**config.mk**
```make
export PLATFORM = sky130hd
export DESIGN_NAME = bkpt_ack_seq
export DESIGN_NICKNAME = d
export VERILOG_FILES = /design/src/rtl/bkpt_pkg.sv /design/src/rtl/bkpt_match.sv /design/src/rtl/bkpt_ctrl.sv /design/src/rtl/bkpt_bus_drv.sv /design/src/rtl/bkpt_ack_seq.sv
export SDC_FILE = /design/constraint.sdc
export NUM_CORES = 1
export LEC_CHECK = 0
export CELL_PAD_IN_SITES_DETAIL_PLACEMENT = 1
export CELL_PAD_IN_SITES_GLOBAL_PLACEMENT = 1
export CORE_MARGIN = 2
export CORE_UTILIZATION = 17
export DETAILED_ROUTE_END_ITERATION = 8
export GPL_TIMING_DRIVEN = 0
export PLACE_DENSITY = 0.82
export SLEW_MARGIN = 20
export SYNTH_ARGS = -nofsm -noshare
export SYNTH_HDL_FRONTEND = slang
export SYNTH_SLANG_ARGS = --single-unit
```
**constraint.sdc**
```tcl
create_clock -name clk -period 1.48 [get_ports clk]
set_input_delay 0.296 -clock clk [delete_from_list [all_inputs] [get_ports clk]]
set_output_delay 0.296 -clock clk [all_outputs]
set_load 0.02 [all_outputs]
```
**src/rtl/bkpt_pkg.sv**
```systemverilog
package bkpt_pkg;
   localparam int unsigned BKPT_NUM_W = 3;

   typedef enum logic [1:0] {
      ST_IDLE  = 2'd0,
      ST_ADDR  = 2'd1,
      ST_WAIT  = 2'd2,
      ST_RAISE = 2'd3
   } bkpt_state_e;
endpackage

```
**src/rtl/bkpt_match.sv**
```systemverilog
module bkpt_match
   import bkpt_pkg::*;
#(
   parameter int unsigned  IW        = 16,
   parameter logic [15:0]  BKPT_BASE = 16'h4848
) (
   input  logic [IW-1:0]         word,
   output logic                  hit,
   output logic [BKPT_NUM_W-1:0] num
);
   localparam int unsigned TAG_W = IW - BKPT_NUM_W;
   localparam logic [IW-1:0] BASE_X = IW'(BKPT_BASE);

   // the group is aligned to eight, so the tag compare covers the whole range
   assign hit = (word[IW-1:BKPT_NUM_W] == BASE_X[IW-1:BKPT_NUM_W]);
   assign num = word[BKPT_NUM_W-1:0];

   if (TAG_W < 1) begin : g_bad_width
      $error("bkpt_match: IW too small");
   end
endmodule

```
**src/rtl/bkpt_ctrl.sv**
```systemverilog
module bkpt_ctrl
   import bkpt_pkg::*;
(
   input  logic                  clk,
   input  logic                  rst_n,
   input  logic                  offer_hit,
   input  logic [BKPT_NUM_W-1:0] offer_num,
   input  logic                  term_ok,
   input  logic                  term_err,
   output bkpt_state_e           state,
   output logic [BKPT_NUM_W-1:0] num_q
);
   bkpt_state_e state_d;
   logic        any_term;

   assign any_term = term_ok | term_err;

   always_comb begin
      state_d = state;
      unique case (state)
         ST_IDLE:  if (offer_hit) state_d = ST_ADDR;
         ST_ADDR:  state_d = ST_WAIT;
         ST_WAIT:  if (any_term) state_d = ST_RAISE;
         ST_RAISE: state_d = ST_IDLE;
         default:  state_d = ST_IDLE;
      endcase
   end

   always_ff @(posedge clk or negedge rst_n) begin
      if (!rst_n) begin
         state <= ST_IDLE;
         num_q <= '0;
      end else begin
         state <= state_d;
         if (state == ST_IDLE && offer_hit) num_q <= offer_num;
      end
   end
endmodule

```
**src/rtl/bkpt_bus_drv.sv**
```systemverilog
module bkpt_bus_drv
   import bkpt_pkg::*;
#(
   parameter int unsigned     AW        = 32,
   parameter int unsigned     TT_W      = 2,
   parameter int unsigned     TM_W      = 3,
   parameter logic [TT_W-1:0] ACK_TTYPE = 2'b11
) (
   input  bkpt_state_e           state,
   input  logic [BKPT_NUM_W-1:0] num_q,
   output logic                  instr_ready,
   output logic                  bus_start,
   output logic                  bus_cyc,
   output logic                  bus_rd,
   output logic [TT_W-1:0]       bus_ttype,
   output logic [TM_W-1:0]       bus_tmod,
   output logic [AW-1:0]         bus_addr,
   output logic                  exc_illegal
);
   localparam int unsigned PAD_W = AW - BKPT_NUM_W;

   logic active;

   assign active      = (state == ST_ADDR) || (state == ST_WAIT);
   assign instr_ready = (state == ST_IDLE);
   assign bus_start   = (state == ST_ADDR);
   assign bus_cyc     = active;
   assign bus_rd      = active;
   assign bus_ttype   = active ? ACK_TTYPE : '0;
   assign bus_tmod    = '0;
   assign exc_illegal = (state == ST_RAISE);

   if (PAD_W > 0) begin : g_pad
      assign bus_addr = active ? {{PAD_W{1'b0}}, num_q} : '0;
   end else begin : g_exact
      assign bus_addr = active ? num_q : '0;
   end
endmodule

```
**src/rtl/bkpt_ack_seq.sv**
```systemverilog
module bkpt_ack_seq
   import bkpt_pkg::*;
#(
   parameter int unsigned     IW        = 16,
   parameter int unsigned     AW        = 32,
   parameter int unsigned     TT_W      = 2,
   parameter int unsigned     TM_W      = 3,
   parameter logic [TT_W-1:0] ACK_TTYPE = 2'b11,
   parameter logic [15:0]     BKPT_BASE = 16'h4848
) (
   input  logic            clk,
   input  logic            rst_n,
   input  logic            instr_valid,
   input  logic [IW-1:0]   instr_word,
   output logic            instr_ready,
   output logic            bus_start,
   output logic            bus_cyc,
   output logic            bus_rd,
   output logic [TT_W-1:0] bus_ttype,
   output logic [TM_W-1:0] bus_tmod,
   output logic [AW-1:0]   bus_addr,
   input  logic            term_ok,
   input  logic            term_err,
   output logic            exc_illegal
);
   if (AW < BKPT_NUM_W) begin : g_chk_aw
      $error("bkpt_ack_seq: AW must hold the breakpoint number");
   end
   if (BKPT_BASE[BKPT_NUM_W-1:0] != '0) begin : g_chk_base
      $error("bkpt_ack_seq: BKPT_BASE must be aligned to eight");
   end
   if (ACK_TTYPE == '0) begin : g_chk_tt
      $error("bkpt_ack_seq: ACK_TTYPE must differ from the idle code");
   end

   logic                  word_hit;
   logic [BKPT_NUM_W-1:0] word_num;
   bkpt_state_e           state;
   logic [BKPT_NUM_W-1:0] num_q;

   bkpt_match #(.IW(IW), .BKPT_BASE(BKPT_BASE)) u_match (
      .word (instr_word),
      .hit  (word_hit),
      .num  (word_num)
   );

   bkpt_ctrl u_ctrl (
      .clk       (clk),
      .rst_n     (rst_n),
      .offer_hit (instr_valid & word_hit),
      .offer_num (word_num),
      .term_ok   (term_ok),
      .term_err  (term_err),
      .state     (state),
      .num_q     (num_q)
   );

   bkpt_bus_drv #(.AW(AW), .TT_W(TT_W), .TM_W(TM_W), .ACK_TTYPE(ACK_TTYPE)) u_drv (
      .state       (state),
      .num_q       (num_q),
      .instr_ready (instr_ready),
      .bus_start   (bus_start),
      .bus_cyc     (bus_cyc),
      .bus_rd      (bus_rd),
      .bus_ttype   (bus_ttype),
      .bus_tmod    (bus_tmod),
      .bus_addr    (bus_addr),
      .exc_illegal (exc_illegal)
   );
endmodule

```
==> impl_metrics.csv, run 1 <==
group,metric,value,unit
setup_path,r2r-start,"u_ctrl.state[1]",
synthesis,synthArstFlopShare,100,%
setup_path,worstSetupPathType,"flop to output port",
setup_path,required,1.18,ns
synthesis,yosys.area.top_type,"buf_4",
global_route,grt_usage,7.82,%
synthesis,synth.top_cells.by_area,"buf_4 (42%), dfrtp_1 (20%), ha_1 (9.9%)",
die,fp-row-count,22,
detailed_routing,wirelength,1.84,mm
detailed_routing,avgRoutedWirePerCell,9.54,µm
sta,hold_viol_final,0,
die,die_y,65.0,µm
clock_tree,clock_sinks,5,
global_route,groute.layer.met1.usage,7.70,%
layout,fill_cells,429,
global_route,gr-usage-met2,15.3,%
setup_path,r2r_cells,6,
clock_tree,worstSkewPairLatency,0.22,ns
setup_path,crit_path_start,"u_ctrl.state[1]",
synthesis,syn_area,632,µm²
layout,drive_gt1_share,57.2,%
clock_tree,cts_tree,"done",
global_route,met3_usage,1.91,%
clock_tree,root_buffer,"clkbuf_8",
synthesis,yosysSeqAreaShare,19.8,%
placed_design,pre_cts_slack,-0.386,ns
sta,setup-tns-final,-0.564,ns
die,dieArea,0.00422,mm²
run,maxCapViolCount,0,
sta,setup_viol,11,
detailed_routing,via_count,619,
placed_design,numPortBuffers,30,
run_status,violations,"negative setup slack",
global_route,grt_pass1_vias,594,
global_route,antenna_found_initial,0,
clock_tree,cts_made_buffers,3,
sta,whs,0.302,ns
die,core,0.00361,mm²
layout,multiInputGateArea,450,µm²
die,die_w,65.0,µm
sta,slew_violations,0,
power_and_ir_drop,vdd_drop_max,574,µV
placed_design,place_congestion,0.641,
global_route,grt_pass1_wl,2.61,mm
detailed_routing,first_pass_iters,4,
power_and_ir_drop,p_leak,0.810,nW
die,start_util,17.5,%
synthesis,ys_types,18,
clock_tree,hold_buffers,0,
layout,num_antenna_cells,0,
detailed_routing,ant_nets,0,
clock_tree,h-tree-depth,1,
power_and_ir_drop,p_per_area,1510,mW/mm²
synthesis,synth_edf_count,0,
sta,layout_setup_ws,-0.0859,ns
sta,period_minus_slack,1.57,ns
setup_path,cp-start-kind,"flop",
placed_design,hpwl,1.31,mm
detailed_routing,drc,0,
global_route,grt_busiest_layer,"met2",
clock_tree,cts_buffer_depth,2,
run_status,outcome,"complete, but fails checks",
synthesis,ys.flop_type,"dfrtp_1",
synthesis,synth.top_cell.area_share,41.6,%
placed_design,dp_cells,176,
hold_path,holdCritPathClass,"input port to asynchronous set/reset pin",
synthesis,synth_warnings,0,
setup_path,cp-end-kind,"output port",
detailed_routing,drtIter0Drc,5,
layout,fin_cells,193,
synthesis,synth_seq_cells,5,
clock_tree,path_clk_slew,0.04,ns
global_route,grt-ovfl-total,0,
sta,finalCritPeriodShare,106,%
setup_path,crit_fanout,8,
sta,rsz0062_at_grt,"true",
global_route,grt_start_max_net_pins,9,
synthesis,syn_area_per_cell,9.43,µm²
layout,sequential_cell_area,125,µm²
detailed_routing,viasPerCell,3.21,
layout,final_net_count,172,
synthesis,syn-instance-count,67,
setup_path,arrival,1.27,ns
die,pin_count,63,
layout,syn_to_final_growth,118,%
sta,clock.fmax,639,MHz
sta,fin_skew,0.00456,ns
logic make-up (layout without fill, tap and decap cells):
logic type | after synthesis | count (layout) | synth area share (%)
compound gates | 3 | 3 | 2.97
fa+ha+maj | 5 | 5 | 9.90
buf+inv | 37 | 84 | 42.8
flops | 5 | 5 | 19.8
mux | 5 | 5 | 8.71
other cells | 1 | 32 | 0.593
simple gates | 11 | 11 | 15.2
placed cells by master (no fill, tap or decap), drive strengths merged:
master and n:
a21oi 1, and2 3, and4bb 2, buf 57
clkbuf 4, clkdlybuf4s15 1, clkdlybuf4s50 8, clkinv 1
conb 32, dfrtp 5, dlygate4sd2 2, dlymetal6s2s 9
ha 5, inv 2, mux2 4, mux2i 1
nand2b 1, nand3 1, nand4 1, nor2 1
nor3b 1, nor4b 1, o21ai 2
cell type report:
type / count / area share [%]
clock buffers: 3 / 3.00
well taps: 48 / 4.36
plain buffers: 34 / 18.5
inverters: 2 / 0.545
repair buffers: 44 / 31.4
clock inverters: 1 / 0.363
flip-flops and latches: 5 / 9.08
multi-input cells: 56 / 32.7
path summary, 6_finish.rpt:
check / end / slack, ns
max: bus_addr[0] / -0.09
max reg2reg: u_ctrl.num_q[1] / -0.04
max in group asynchronous: u_ctrl.num_q[1] / 0.98
min in group clk: u_ctrl.num_q[0] / 0.51
min: u_ctrl.num_q[0] / 0.30
min reg2reg: u_ctrl.num_q[0] / 0.51
where the power goes:
| group | leakage (nW) | total (mW) | internal (mW) | switching [mW] |
|---|---|---|---|---|
| combinational | 0.719 | 1.64 | 0.908 | 0.731 |
| clock | 0.0255 | 0.248 | 0.181 | 0.0669 |
| sequential | 0.0655 | 0.198 | 0.169 | 0.0282 |
critical path: stages (launching register included):
cell	delay [ns]
dfrtp_1	0.40
inv_2	0.08
ha_4	0.32
and2_4	0.15
buf_6	0.11
synth_stat cells (2+ instances only):
cell	count
and2_1	3
and4bb_2	2
buf_4	35
dfrtp_1	5
ha_1	5
inv_1	2
mux2_2	3
o21ai_0	2
per-layer routing:
layer / wire length, µm / up-vias
met1: 636 / 283
met3: 181 / 0
met4: 0 / 0
li1: - / 305
met2: 1020 / 31
met5: 0 / -
repair_timing:
item / CTS / global route
buffers inserted: 10 / 4
cloned: 0 / 0
pin swaps: 4 / 7
endpoints found under the setup margin: 14 / 14
resized for setup: 59 / 34
state kept, by name (all words and copies together), names as in the netlist:
signal	count
u_ctrl.num_q	3
u_ctrl.state	2
through the flow:
| stage | power [mW] | instance area (µm²) | utilization (%) |
|---|---|---|---|
| floorplan | 0.972 | 761 | - |
| global placement | 1.37 | 1120 | 31.1 |
| detailed placement | 1.39 | 1120 | 31.1 |
| CTS | 1.85 | 1250 | 34.6 |
| global route | 2.22 | 1380 | 38.2 |
| finish | 2.08 | 1380 | 38.2 |
No activity file was read; power rests on OpenSTA's default activity.
==> run 2: changes to the inputs <==
Settings changed: HOLD_SLACK_MARGIN set to 0.15, PLACE_DENSITY 0.82 to 0.76.
==> run 2 against run 1 <==
  * The run still ends with negative setup slack left
  * Clock power rose by 8%
  * Cell count shrank 2.1%
  * Critical path depth up 1
  * Via count down 2.1%
  * Sequential share of layout area grew 0.98 points
  * Die area unchanged
  * Largest power group unchanged
  * First-iteration DRC count grew to 4.2 times the previous value
==> impl_metrics.csv, run 2 (same netlist as run 1, synthesis figures left out) <==
group,metric,value,unit
global_route,grt_usage,9.46,%
sta,period_minus_slack,1.58,ns
layout,fin_area,0.00124,mm²
setup_path,arrival,1.28,ns
detailed_routing,drtIter0Drc,21,
power_and_ir_drop,clkPwrFrac,13.5,%
clock_tree,root_buffer,"clkbuf_8",
setup_path,cpLargestDelayFamily,"buffers and inverters",
clock_tree,h-tree-depth,1,
detailed_routing,wirelength,1.88,mm
layout,drive_gt1_share,49.6,%
power_and_ir_drop,p_switching,798,µW
setup_path,crit_fanout,7,
placed_design,placed_cell_area,0.00112,mm²
layout,syn_to_final_growth,96.8,%
layout,final_common_cell,"buf_4",
power_and_ir_drop,p_leak,0.682,nW
power_and_ir_drop,combPwrFrac,76.6,%
clock_tree,cts_made_buffers,3,
power_and_ir_drop,finalPower,1.97,mW
power_and_ir_drop,swShare,40.4,%
sta,finalCritPeriodShare,107,%
setup_path,cp-end-kind,"output port",
sta,setup-tns-final,-0.395,ns
setup_path,cp_num_buf_inv,4,
placed_design,numPortBuffers,30,
layout,fin_cells,189,
hold_path,holdCritPathClass,"input port to asynchronous set/reset pin",
sta,setup_viol,9,
setup_path,cp-start-kind,"flop",
die,core,0.00361,mm²
power_and_ir_drop,p_per_area,1590,mW/mm²
sta,layout_setup_ws,-0.0978,ns
global_route,grt-ovfl-total,0,
clock_tree,worstSkewPairLatency,0.23,ns
clock_tree,hold_buffers,0,
clock_tree,cts_buffer_depth,2,
sta,slew_violations,0,
clock_tree,clock_sinks,5,
die,dieArea,0.00422,mm²
setup_path,slowest_delay,0.40,ns
sta,rsz0062_at_grt,"true",
sta,fin_skew,0.00880,ns
setup_path,r2r_cells,7,
layout,top_register,"u_ctrl.num_q",
die,die_y,65.0,µm
layout,largest_reg_flops,3,
setup_path,crit_chain,"inv_2 > ha_4 > buf_6 > buf_6 > buf_6",
power_and_ir_drop,p_int,1.18,mW
die,pin_count,63,
layout,final_net_count,168,
sta,whs,0.297,ns
layout,num_antenna_cells,0,
power_and_ir_drop,seqPwrFrac,9.9,%
run_status,violations,"negative setup slack",
setup_path,crit_top_cell,"buf_6",
layout,largestRegisters,"u_ctrl.num_q: 3 flops, u_ctrl.state: 2 flops",
global_route,antenna_found_initial,0,
clock_tree,path_clk_slew,0.04,ns
detailed_routing,avgRoutedWirePerCell,9.96,µm
die,start_util,17.5,%
detailed_routing,first_pass_iters,2,
setup_path,r2r_slack,-0.02,ns
layout,final_cell_mix,"buf_4 (41), conb_1 (32), clkdlybuf4s50_1 (17)",
die,fp-row-count,22,
layout,fill_cells,440,
run_status,outcome,"complete, but fails checks",
placed_design,place_congestion,0.587,
setup_path,worstReg2RegEnd,"u_ctrl.state[1]",
setup_path,required,1.18,ns
detailed_routing,drc,0,
sta,clock.fmax,634,MHz
placed_design,dp_cells,176,
placed_design,hpwl,1.48,mm
placed_design,pre_cts_slack,-0.405,ns
setup_path,slowest_stage,"dfrtp_1",
die,die_w,65.0,µm
detailed_routing,via_count,606,
clock_tree,cts_tree,"done",
detailed_routing,ant_nets,0,
power_and_ir_drop,vdd_drop_max,382,µV
global_route,grt_pass1_vias,613,
sta,hold_viol_final,0,
global_route,grt_pass1_wl,2.94,mm
run,maxCapViolCount,0,
layout,fin_util,34.5,%
global_route,grt_start_max_net_pins,8,
setup_path,worstSetupPathType,"flop to output port",
setup_path,r2r-start,"u_ctrl.state[0]",
detailed_routing,viasPerCell,3.21,
==> run 2: cell count changes in the layout (fill, tap and decap cells not counted), sizes merged <==
cell	before	now
clkinv	1	0
clkdlybuf4s50	8	17
dlygate4sd2	2	3
clkbuf	4	5
buf	57	53
dlymetal6s2s	9	0
clkdlybuf4s15	1	0
==> run 2: repair_timing <==
action                                  4_1_cts  5_1_grt
pin swaps                                     3        2
endpoints found under the setup margin       14       15
hold endpoints to repair                      0        0
buffers inserted                              9        1
gates resized for setup                      59        6
==> run 2: cell type report <==
class | instances | area, µm² | share of cell area (%)
clock buffer | 4 | 45.0 | 3.62
buffer | 34 | 259 | 20.8
inverter | 2 | 7.51 | 0.604
timing repair buffer | 40 | 367 | 29.5
sequential | 5 | 125 | 10.1
multi-input combinational | 56 | 380 | 30.6
tap | 48 | 60.1 | 4.83
==> run 2: how the worst max path moves through the flow <==
stage | start | endpoint | slack [ns] | cells past startpoint
global placement | instr_word[4] | u_ctrl.state[1] | -0.35 | 5
floorplan | u_ctrl.state[0] | u_ctrl.num_q[0] | 0.02 | 5
CTS | u_ctrl.state[1] | bus_rd | -0.11 | 5
global route | u_ctrl.state[1] | bus_rd | -0.15 | 5
detailed placement | u_ctrl.state[0] | bus_addr[2] | -0.41 | 4
finish | u_ctrl.state[1] | bus_rd | -0.1 | 5
==> run 2: worst reg2reg max path, cell delays in order (launching register included) <==
cell,delay [ns]
dfrtp_1,0.37
inv_2,0.07
buf_4,0.15
ha_2,0.18
nand2b_1,0.07
o21ai_1,0.06
a21oi_2,0.17
mux2_4,0.31
==> run 2: power groups by stage <==
stage	Sequential, mW	Combinational [mW]	Clock [mW]
2_1_floorplan	0.191	0.781	0
3_3_place_gp	0.195	1.15	0
3_5_place_dp	0.199	1.20	0
4_1_cts	0.190	1.49	0.265
5_1_grt	0.198	1.64	0.287
6_report	0.196	1.51	0.267
==> run 2: metal layers <==
| metal | routed length (µm) | track usage, % | vias to the layer above |
|---|---|---|---|
| met5 | 0 | 0 | - |
| met3 | 261 | 3.99 | 2 |
| met4 | 16 | 3.19 | 0 |
| met2 | 1000 | 18.9 | 43 |
| met1 | 601 | 8.22 | 264 |
| li1 | - | - | 297 |
